## src/rtl/intc_idxmask_pkg.sv

```systemverilog
package intc_idxmask_pkg;
   typedef enum logic [1:0] {
      OP_NONE = 2'd0,
      OP_SET  = 2'd1,
      OP_CLR  = 2'd2,
      OP_LVL  = 2'd3
   } intc_op_e;
endpackage

```

## src/rtl/intc_mask_bank.sv

```systemverilog
module intc_mask_bank
   import intc_idxmask_pkg::*;
#(
   parameter int NSRC  = 64,
   parameter int IDX_W = 6
) (
   input  logic             clk,
   input  logic             rst_n,
   input  intc_op_e         op,
   input  logic             all_sel,
   input  logic [IDX_W-1:0] idx,
   output logic [NSRC-1:0]  mask_q
);
   always_ff @(posedge clk or negedge rst_n) begin
      if (!rst_n) begin
         mask_q <= '1;
      end else begin
         case (op)
            OP_SET: begin
               if (all_sel) mask_q <= '1;
               else         mask_q[idx] <= 1'b1;
            end
            OP_CLR: begin
               if (all_sel) mask_q <= '0;
               else         mask_q[idx] <= 1'b0;
            end
            default: ;
         endcase
      end
   end
endmodule

```

## src/rtl/intc_level_file.sv

```systemverilog
module intc_level_file #(
   parameter int NSRC  = 64,
   parameter int IDX_W = 6,
   parameter int LVL_W = 3
) (
   input  logic                   clk,
   input  logic                   rst_n,
   input  logic                   we,
   input  logic [IDX_W-1:0]       idx,
   input  logic [LVL_W-1:0]       din,
   output logic [NSRC*LVL_W-1:0]  lvl_flat
);
   for (genvar g = 0; g < NSRC; g++) begin : g_src
      logic [LVL_W-1:0] lvl_q;
      always_ff @(posedge clk or negedge rst_n) begin
         if (!rst_n)                            lvl_q <= '0;
         else if (we && (idx == IDX_W'(g)))     lvl_q <= din;
      end
      assign lvl_flat[g*LVL_W +: LVL_W] = lvl_q;
   end
endmodule

```

## src/rtl/intc_prio_pick.sv

```systemverilog
module intc_prio_pick #(
   parameter int NSRC  = 64,
   parameter int IDX_W = 6,
   parameter int LVL_W = 3
) (
   input  logic [NSRC-1:0]        req,
   input  logic [NSRC-1:0]        mask,
   input  logic [NSRC*LVL_W-1:0]  lvl_flat,
   output logic                   found,
   output logic [IDX_W-1:0]       win_idx,
   output logic [LVL_W-1:0]       win_lvl
);
   // Scan from the top index down with >= so that, on equal levels,
   // the lower index is the last one taken.
   always_comb begin
      found   = 1'b0;
      win_idx = '0;
      win_lvl = '0;
      for (int i = NSRC - 1; i >= 0; i--) begin
         if (req[i] && !mask[i] && (lvl_flat[i*LVL_W +: LVL_W] != '0) &&
             (lvl_flat[i*LVL_W +: LVL_W] >= win_lvl)) begin
            found   = 1'b1;
            win_idx = IDX_W'(i);
            win_lvl = lvl_flat[i*LVL_W +: LVL_W];
         end
      end
   end
endmodule

```

## src/rtl/intc_idxmask.sv

```systemverilog
module intc_idxmask
   import intc_idxmask_pkg::*;
#(
   parameter int NSRC     = 64,
   parameter int LVL_W    = 3,
   parameter int ADDR_W   = 8,
   parameter int GID_W    = 8,
   parameter int UNIT_ID  = 0,
   parameter int SET_OFS  = 'h10,
   parameter int CLR_OFS  = 'h11,
   parameter int LVL_BASE = 'h40,
   localparam int IDX_W   = $clog2(NSRC)
) (
   input  logic              clk,
   input  logic              rst_n,
   input  logic              wr_en,
   input  logic [ADDR_W-1:0] wr_addr,
   input  logic [7:0]        wr_data,
   input  logic [NSRC-1:0]   irq_req,
   output logic              irq_valid,
   output logic [IDX_W-1:0]  irq_id,
   output logic [LVL_W-1:0]  irq_level,
   output logic [GID_W-1:0]  irq_gid
);
   localparam int                  HI_W   = ADDR_W - IDX_W;
   localparam logic [HI_W-1:0]     LVL_HI = HI_W'(LVL_BASE / NSRC);
   localparam logic [GID_W-1:0]    GBASE  = GID_W'(UNIT_ID * NSRC);

   // Elaboration-time parameter checks
   if (NSRC < 2 || NSRC > 128 || (1 << IDX_W) != NSRC) begin : g_bad_nsrc
      $error("NSRC must be a power of two from 2 to 128");
   end
   if (LVL_W < 1 || LVL_W > 8) begin : g_bad_lvl
      $error("LVL_W must be 1..8");
   end
   if ((LVL_BASE % NSRC) != 0 || (LVL_BASE + NSRC) > (1 << ADDR_W)) begin : g_bad_base
      $error("level window must be aligned and inside the address space");
   end
   if (SET_OFS == CLR_OFS ||
       (SET_OFS >= LVL_BASE && SET_OFS < LVL_BASE + NSRC) ||
       (CLR_OFS >= LVL_BASE && CLR_OFS < LVL_BASE + NSRC)) begin : g_bad_ofs
      $error("mask ports must be distinct and outside the level window");
   end
   if ((UNIT_ID + 1) * NSRC > (1 << GID_W)) begin : g_bad_gid
      $error("GID_W too narrow for UNIT_ID");
   end

   // Write decode
   intc_op_e op;
   logic     hit_lvl;
   assign hit_lvl = (wr_addr[ADDR_W-1:IDX_W] == LVL_HI);

   always_comb begin
      op = OP_NONE;
      if (wr_en) begin
         if (wr_addr == ADDR_W'(SET_OFS))      op = OP_SET;
         else if (wr_addr == ADDR_W'(CLR_OFS)) op = OP_CLR;
         else if (hit_lvl)                     op = OP_LVL;
      end
   end

   logic [NSRC-1:0]        mask_q;
   logic [NSRC*LVL_W-1:0]  lvl_flat;
   logic                   found;
   logic [IDX_W-1:0]       win_idx;
   logic [LVL_W-1:0]       win_lvl;

   intc_mask_bank #(.NSRC(NSRC), .IDX_W(IDX_W)) u_mask (
      .clk     (clk),
      .rst_n   (rst_n),
      .op      (op),
      .all_sel (wr_data == 8'hFF),
      .idx     (wr_data[IDX_W-1:0]),
      .mask_q  (mask_q)
   );

   intc_level_file #(.NSRC(NSRC), .IDX_W(IDX_W), .LVL_W(LVL_W)) u_lvl (
      .clk      (clk),
      .rst_n    (rst_n),
      .we       (op == OP_LVL),
      .idx      (wr_addr[IDX_W-1:0]),
      .din      (wr_data[LVL_W-1:0]),
      .lvl_flat (lvl_flat)
   );

   intc_prio_pick #(.NSRC(NSRC), .IDX_W(IDX_W), .LVL_W(LVL_W)) u_pick (
      .req      (irq_req),
      .mask     (mask_q),
      .lvl_flat (lvl_flat),
      .found    (found),
      .win_idx  (win_idx),
      .win_lvl  (win_lvl)
   );

   always_ff @(posedge clk or negedge rst_n) begin
      if (!rst_n) begin
         irq_valid <= 1'b0;
         irq_id    <= '0;
         irq_level <= '0;
         irq_gid   <= '0;
      end else begin
         irq_valid <= found;
         irq_id    <= win_idx;
         irq_level <= win_lvl;
         irq_gid   <= found ? (GBASE + GID_W'(win_idx)) : '0;
      end
   end
endmodule

```

## config.mk

```make
export PLATFORM = sky130hd
export DESIGN_NAME = intc_idxmask
export DESIGN_NICKNAME = d
export VERILOG_FILES = /design/src/rtl/intc_idxmask_pkg.sv /design/src/rtl/intc_mask_bank.sv /design/src/rtl/intc_level_file.sv /design/src/rtl/intc_prio_pick.sv /design/src/rtl/intc_idxmask.sv
export SDC_FILE = /design/constraint.sdc
export NUM_CORES = 1
export LEC_CHECK = 0
export BUFFER_PORTS_ARGS = -buffer_cell sky130_fd_sc_hd__buf_4
export CAP_MARGIN = 20
export CORE_ASPECT_RATIO = 1.2
export CORE_UTILIZATION = 65
export CTS_BUF_LIST = sky130_fd_sc_hd__clkbuf_8
export DETAILED_ROUTE_END_ITERATION = 7
export PLACE_DENSITY = 0.85
export SYNTH_ARGS = -nofsm -noshare
export SYNTH_HDL_FRONTEND = slang
export SYNTH_SLANG_ARGS = --single-unit
```

## constraint.sdc

```tcl
create_clock -name clk -period 112.5 [get_ports clk]
set_clock_uncertainty 0.05 [all_clocks]
set_input_delay 16.875 -clock clk [delete_from_list [all_inputs] [get_ports clk]]
set_output_delay 16.875 -clock clk [all_outputs]
set_load 0.01 [all_outputs]
```

==> results of run 1 <==
-- worst min path at each step --
stage,from,endpoint,slack (ns),depth (start not counted)
after global routing,u_mask.mask_q[59],u_mask.mask_q[59],0.47,2
after detailed placement,u_lvl.g_src[10].lvl_q[0],u_lvl.g_src[10].lvl_q[0],0.44,1
final,u_mask.mask_q[59],u_mask.mask_q[59],0.45,2
after CTS,u_mask.mask_q[62],u_mask.mask_q[62],0.46,2
after global placement,u_mask.mask_q[63],u_mask.mask_q[63],0.44,2
after floorplan,u_mask.mask_q[63],u_mask.mask_q[63],0.43,2
-- state kept, by name, indices dropped and copies added, names as in the netlist --
register and cells:
u_lvl.g_src.lvl_q 192, irq_id 6, irq_valid 1, irq_level 3, irq_gid 6, u_mask.mask_q 64
-- final cells by class --
type / count / share of cell area
multi-input combinational: 2133 / 0.587
sequential: 272 / 0.286
timing repair buffer: 133 / 0.0433
clock buffer: 57 / 0.0326
tap: 407 / 0.0212
inverter: 114 / 0.0178
clock inverter: 28 / 0.0120
antenna: 2 / 0.000208
-- timing repair --
| action | in CTS | in global routing |
|---|---|---|
| setup buffers | 0 | 15 |
| gates resized for setup | 0 | 83 |
| endpoints found under the setup margin | 0 | 16 |
-- power by group through the flow --
stage               combinational, W  clock, W  sequential [W]
finish                     0.0000885  0.000103        0.000113
global route               0.0000975  0.000108        0.000113
CTS                        0.0000827  0.000104        0.000113
detailed placement         0.0000819         0        0.000114
global placement           0.0000785         0        0.000114
floorplan                  0.0000576         0        0.000112
-- kinds of logic after synthesis --
| group | after synthesis | synth area share |
|---|---|---|
| and+or+nand+nor | 1053 | 0.237 |
| muxes | 193 | 0.101 |
| DFF | 272 | 0.322 |
| buffers and inverters | 191 | 0.0344 |
| xor gates and xnor gates | 1 | 0.000409 |
| other | 1 | 0.000175 |
| AOI/OAI and AO/OA | 795 | 0.255 |
| adders and majority gates | 89 | 0.0501 |
-- worst reg2reg max path: cells and delay by family, from the launching register on --
kind	cells	cell delay, ns
flip-flops	1	0.53
adder cells (fa/ha/maj)	74	20.63
AO/OA/AOI/OAI	198	37.78
buffers and inverters	14	1.54
multiplexers	16	5.38
AND/OR/NAND/NOR	176	24.89
-- cell usage in the layout, fill, tap and decap left out, types with 14 or more instances in the layout --
| cell | netlist | layout |
|---|---|---|
| sky130_fd_sc_hd__and3_1 | 18 | 18 |
| sky130_fd_sc_hd__o21ai_0 | 133 | 122 |
| sky130_fd_sc_hd__a211oi_1 | 16 | 15 |
| sky130_fd_sc_hd__nand2b_1 | 78 | 77 |
| sky130_fd_sc_hd__a21oi_1 | 244 | 236 |
| sky130_fd_sc_hd__nand3_1 | 57 | 57 |
| sky130_fd_sc_hd__o21a_1 | 47 | 46 |
| sky130_fd_sc_hd__or2_2 | 22 | 22 |
| sky130_fd_sc_hd__and2_1 | 58 | 58 |
| sky130_fd_sc_hd__inv_1 | 114 | 122 |
| sky130_fd_sc_hd__nor3_1 | 52 | 47 |
| sky130_fd_sc_hd__nor3b_1 | 16 | 15 |
| sky130_fd_sc_hd__o31ai_1 | 23 | 23 |
| sky130_fd_sc_hd__o211a_1 | 17 | 17 |
| sky130_fd_sc_hd__buf_4 | 4 | 127 |
| sky130_fd_sc_hd__nand2_1 | 348 | 347 |
| sky130_fd_sc_hd__dfstp_2 | 64 | 64 |
| sky130_fd_sc_hd__o211ai_1 | 36 | 36 |
| sky130_fd_sc_hd__a21boi_0 | 27 | 24 |
| sky130_fd_sc_hd__mux2_2 | 183 | 183 |
| sky130_fd_sc_hd__clkbuf_8 | 0 | 57 |
| sky130_fd_sc_hd__maj3_1 | 16 | 16 |
| sky130_fd_sc_hd__nand4_1 | 16 | 16 |
| sky130_fd_sc_hd__dfrtp_1 | 208 | 208 |
| sky130_fd_sc_hd__a31oi_1 | 40 | 32 |
| sky130_fd_sc_hd__nor2b_1 | 77 | 75 |
| sky130_fd_sc_hd__ha_1 | 72 | 71 |
| sky130_fd_sc_hd__a21o_1 | 19 | 19 |
| sky130_fd_sc_hd__a31o_2 | 14 | 14 |
| sky130_fd_sc_hd__nor2_1 | 260 | 259 |
-- metrics by stage --
stage	setup TNS [ns]	total power (W)	setup WS [ns]	cells	hold WS (ns)
5_1_grt	-4.59	0.000319	-0.471	3144	0.466
3_5_place_dp	0	0.000196	1.39	3041	0.444
6_report	0	0.000305	5.60	3146	0.454
4_1_cts	0	0.000300	1.52	3126	0.456
2_1_floorplan	0	0.000170	13.24	2596	0.427
3_3_place_gp	0	0.000192	4.15	3040	0.435
-- metal layers --
metal / vias up / part of all wire
met2: 1120 / 0.46
met3: 282 / 0.094
met1: 10067 / 0.39
met4: 2 / 0.052
li1: 9666 / -
met5: - / 0.00015
==> run metrics, run 1 <==
WS Path Type=input port to register; fraction of the yosys area taken by sequential cells=0.322; core area=0.0323 mm2; overall via count from detail_route=21137; number of nets with antenna violations after detailed routing=0; power per cell area=12.7 mW/mm2; via count of the first global-routing pass=20115; final routed DRC violation total=0; required time at the endpoint of the critical path=112.90 ns; gate count after technology mapping=2595; number of hold-repair buffers added at the cts stage=0; Clk pwr share=0.339; RePlAce Congestion=0.955; effective utilization at floorplan=0.662; worst-case vdd ir drop=0.0000125 V; clk slew on worst S/H paths=0.06 ns; dpl cell area=0.0225 mm2; top cells by area in the synthesized netlist=sky130_fd_sc_hd__dfrtp_1 24%, sky130_fd_sc_hd__mux2_2 9.6%, sky130_fd_sc_hd__dfstp_2 7.9%; Internal=0.000202 W; global routing usage on met2=0.625; Avg Inst Size Synth=8.25 um2; die extent in x=168 um; total of flip-flops plus latches after synthesis=272; endpoint of the worst setup timing path=irq_valid; Max Buffers Root-to-Sink=3; area of the die=0.0337 mm2; net switching power=0.000102 W; via density per instance=6.72; data arrival at the endpoint of the critical path=107.30 ns; relative contribution of combinational cells to total power=0.291; minimum period implied by the final worst setup slack=106.90 ns; final instance area=0.0241 mm2; layout cells sized above 1=0.220; CTS root buf=sky130_fd_sc_hd__clkbuf_8; LEAKAGE=10.6 nW; logic depth of the worst setup path including buffers=479; total count of max-transition violations in the final report=0; category of the worst setup path capture point=register; htree depth=2; mapped cell area=0.0214 mm2; starting DRC count in detailed routing=2245; number of cells on the worst reg-to-reg path=478; Fillers=2343; worst path bufs/invs=15; number of endpoints with negative hold slack in the final report=0; final setup violating endpoints=0; count of different cell masters after synthesis=109; global route hottest layer=met2; number of antenna violations at the first check in global routing=3; part of the power in registers=0.370; reg2reg start=u_mask.mask_q[63]; worst reg2reg path endpoint=irq_valid; ratio of final minimum period to clock period=0.950; worst-path cell with the longest stage delay=sky130_fd_sc_hd__o41a_4; setup slack of the worst register-to-register path=21.58 ns; kind of launch point of the worst setup path=input port; top post-synthesis cells by count=348 x sky130_fd_sc_hd__nand2_1, 260 x sky130_fd_sc_hd__nor2_1, 244 x sky130_fd_sc_hd__a21oi_1; proportion of netlist area held by the largest area contributor=0.243; Final Util=0.744; gr ovfl total=0; maximum number of pins on one net before global-route repair=175; count of TritonRoute iterations in the first routing pass=8; fraction of power spent switching nets=0.336; Std-Cell Rows=72; critical-path maximum fanout=7; IO buf count=98; met1 Use GR=0.486; cell type with the highest aggregate area in the netlist=sky130_fd_sc_hd__dfrtp_1; footprint of the multi-input gates=0.0141 mm2; num ports=101; clock tree from TritonCTS=built; detailed-placement wirelength estimate=47400 um; critical path's most frequent cell=sky130_fd_sc_hd__ha_1; outcome=complete, no violations; most used flip-flop cell after synthesis=sky130_fd_sc_hd__dfrtp_1; share of synthesized flip-flops with an asynchronous set or reset=1.00; top-count cell post-synth=sky130_fd_sc_hd__nand2_1; final wirelength=66000 um; clock latency on the worst-skew pair=0.59 ns; worst setup path startpoint=irq_req[63]; growth of design area from synthesis to finish=12.5%; number of clock sinks=272; max-cap viol count=0; max_slew headroom=0.155; largest delay contributor family on the critical path=compound AO/OA/AOI/OAI gates; Hold/Removal Path Class=register to register; Max Clock Freq=9.35 MHz; met3 GRT Util=0.0722; Post-synth EDFFs=0; pin slew with the least headroom to its limit=1.26 ns; global-route wire length before repair=103000 um; total of warnings raised by yosys=0; Vert. Die Dim=201 um; Wirelength per Cell=21.0 um; Total Routing Usage GR=0.384; final-stage net count=2855; combined flip-flop and latch cell area=0.00689 mm2; total clock buffers created by CTS=46; delay of the slowest cell on the worst path=0.55 ns
(Power assumes the default switching activity.)
==> inputs of run 2 (changes only) <==
--- a/config.mk
+++ b/config.mk
@@ -11,6 +11,7 @@
 export CORE_UTILIZATION = 65
 export CTS_BUF_LIST = sky130_fd_sc_hd__clkbuf_8
 export DETAILED_ROUTE_END_ITERATION = 7
+export MAX_ROUTING_LAYER = met4
 export PLACE_DENSITY = 0.85
 export SYNTH_ARGS = -nofsm -noshare
 export SYNTH_HDL_FRONTEND = slang
==> run metrics, run 2 (synthesized netlist as in run 1, its figures left out) <==
Setup WS pre-CTS=2.04 ns (was 1.39 ns); num ports=101 (unchanged); max_slew headroom=0.181 (was 0.155); number of antenna violations at the first check in global routing=2 (was 3); power per cell area=12.6 mW/mm2 (was 12.7 mW/mm2); dpl cell area=0.0225 mm2 (about the same); IO buf count=98 (unchanged); final instance area=0.0240 mm2 (was 0.0241 mm2); detailed-placement wirelength estimate=47500 um (was 47400 um); Wirelength per Cell=21.1 um (was 21.0 um); number of endpoints with negative hold slack in the final report=0 (unchanged); met3 GRT Util=0.0659 (was 0.0722); met1 Use GR=0.507 (was 0.486); growth of design area from synthesis to finish=12.0% (was 12.5%); number of hold-repair buffers added at the cts stage=0 (unchanged); most frequent standard cell in the layout excluding fill and tap cells=sky130_fd_sc_hd__nand2_1 (unchanged); global route hottest layer=met2 (unchanged); ratio of final minimum period to clock period=0.951 (was 0.950); delay of the slowest cell on the worst path=0.54 ns (was 0.55 ns); area of the die=0.0337 mm2 (unchanged); Final Util=0.741 (was 0.744); final setup violating endpoints=0 (unchanged); starting DRC count in detailed routing=2326 (was 2245); minimum period implied by the final worst setup slack=107.03 ns (was 106.90 ns); category of the worst setup path capture point=register (unchanged); most frequent cells in the layout=347 x sky130_fd_sc_hd__nand2_1, 259 x sky130_fd_sc_hd__nor2_1, 235 x sky130_fd_sc_hd__a21oi_1 (was 347 x sky130_fd_sc_hd__nand2_1, 259 x sky130_fd_sc_hd__nor2_1, 236 x sky130_fd_sc_hd__a21oi_1); core area=0.0323 mm2 (unchanged); via count of the first global-routing pass=19999 (was 20115); number of nets with antenna violations after detailed routing=0 (unchanged); total count of max-transition violations in the final report=0 (unchanged); largest registers=u_lvl.g_src.lvl_q: 192 flops, u_mask.mask_q: 64 flops (unchanged); pin slew with the least headroom to its limit=1.22 ns (was 1.26 ns); layout cells sized above 1=0.216 (was 0.220); worst-path cell with the longest stage delay=sky130_fd_sc_hd__o41a_4 (unchanged); global-route wire length before repair=104000 um (was 103000 um); final wirelength=66500 um (was 66000 um); htree depth=2 (unchanged); global routing usage on met2=0.616 (was 0.625); worst-case vdd ir drop=0.0000147 V (was 0.0000125 V); Final Non-Filler Cells=3142 (was 3146); outcome=complete, no violations (unchanged); Vert. Die Dim=201 um (unchanged); clock tree from TritonCTS=built (unchanged); flip-flop count of the largest register after layout=192 (unchanged); Total Routing Usage GR=0.400 (was 0.384); max-cap viol count=0 (unchanged); clk slew on worst S/H paths=0.06 ns (about the same); required time at the endpoint of the critical path=112.92 ns (was 112.90 ns); Setup Total Neg Slack=0 ns (unchanged); Max Buffers Root-to-Sink=3 (unchanged); die extent in x=168 um (unchanged); post-route setup slack=5.47 ns (was 5.60 ns); effective utilization at floorplan=0.662 (unchanged); count of TritonRoute iterations in the first routing pass=8 (unchanged); clock latency on the worst-skew pair=0.61 ns (was 0.59 ns); Max Clock Freq=9.34 MHz (was 9.35 MHz); number of clock sinks=272 (unchanged); Std-Cell Rows=72 (unchanged); maximum number of pins on one net before global-route repair=126 (was 175); final routed DRC violation total=0 (unchanged); CTS root buf=sky130_fd_sc_hd__clkbuf_8 (unchanged); final-stage net count=2851 (was 2855); critical path's most frequent cell=sky130_fd_sc_hd__ha_1 (unchanged); Biggest register=u_lvl.g_src.lvl_q (unchanged); overall via count from detail_route=20943 (was 21137); WS Path Type=input port to register (unchanged); data arrival at the endpoint of the critical path=107.45 ns (was 107.30 ns); Hold/Removal Path Class=register to register (unchanged); critical-path maximum fanout=7 (unchanged); gr ovfl total=0 (unchanged); kind of launch point of the worst setup path=input port (unchanged); Placed Cells incl. Taps=3039 (was 3041); LEAKAGE=10.6 nW (about the same); RePlAce Congestion=0.987 (was 0.955); via density per instance=6.67 (was 6.72); total clock buffers created by CTS=46 (unchanged)
-- run 2: cell count changes in the layout (fill, tap and decap cells not counted), sizes merged --
cell      previous run  this run
clkinv              11         8
clkinvlp             3         1
inv                122       128
buf                133       129
bufinv               6         5
-- run 2: timing repair --
action / in CTS / in global routing
resized for setup: 0 / 75
buffers inserted: 0 / 11
endpoints found under the setup margin: 0 / 16
-- run 2: path summary, 6_finish.rpt --
check | cells past startpoint | end | slack (ns) | startpoint
worst max-delay path | 476 | irq_valid | 5.47 | irq_req[63]
worst min-delay path | 2 | u_mask.mask_q[9] | 0.45 | u_mask.mask_q[9]
worst max register to register | 475 | irq_valid | 21.45 | u_mask.mask_q[63]
worst min register to register | 2 | u_mask.mask_q[9] | 0.45 | u_mask.mask_q[9]
max in group asynchronous | 2 | u_lvl.g_src[60].lvl_q[0] | 94.57 | rst_n
min in group asynchronous | 1 | u_lvl.g_src[40].lvl_q[1] | 16.29 | rst_n
-- run 2: routing by layer --
metal / vias up / part of all wire
li1: 9679 / -
met1: 9903 / 0.40
met2: 1089 / 0.46
met3: 272 / 0.090
met4: 0 / 0.052
met5: - / 0
-- run 2: final cells by class --
cell class                 count  area, um2
inverter                     114        428
multi-input combinational   2133      14100
tap                          407        509
antenna                        2       5.00
sequential                   272       6890
clock inverter                28        254
clock buffer                  57        785
timing repair buffer         129       1010
fill                        2434       8360
-- run 2: through the flow --
stage               power, W  hold WS, ns
floorplan           0.000170        0.427
global placement    0.000193        0.435
detailed placement  0.000196        0.447
CTS                 0.000296        0.455
global route        0.000315        0.474
finish              0.000301        0.453
-- run 2: power breakdown --
part / internal, W / switching [W]
clock network: 0.0000573 / 0.0000428
registers: 0.000107 / 0.00000562
logic: 0.0000346 / 0.0000534
total: 0.000199 / 0.000102
-- run 2: worst max-delay path, delay by kind of cell --
kind                       cells  cell delay, ns
buffers and inverters         16            1.84
AOI/OAI and AO/OA            193           37.20
muxes                         15            4.96
and+or+nand+nor              178           25.43
adders and majority gates     74           21.01
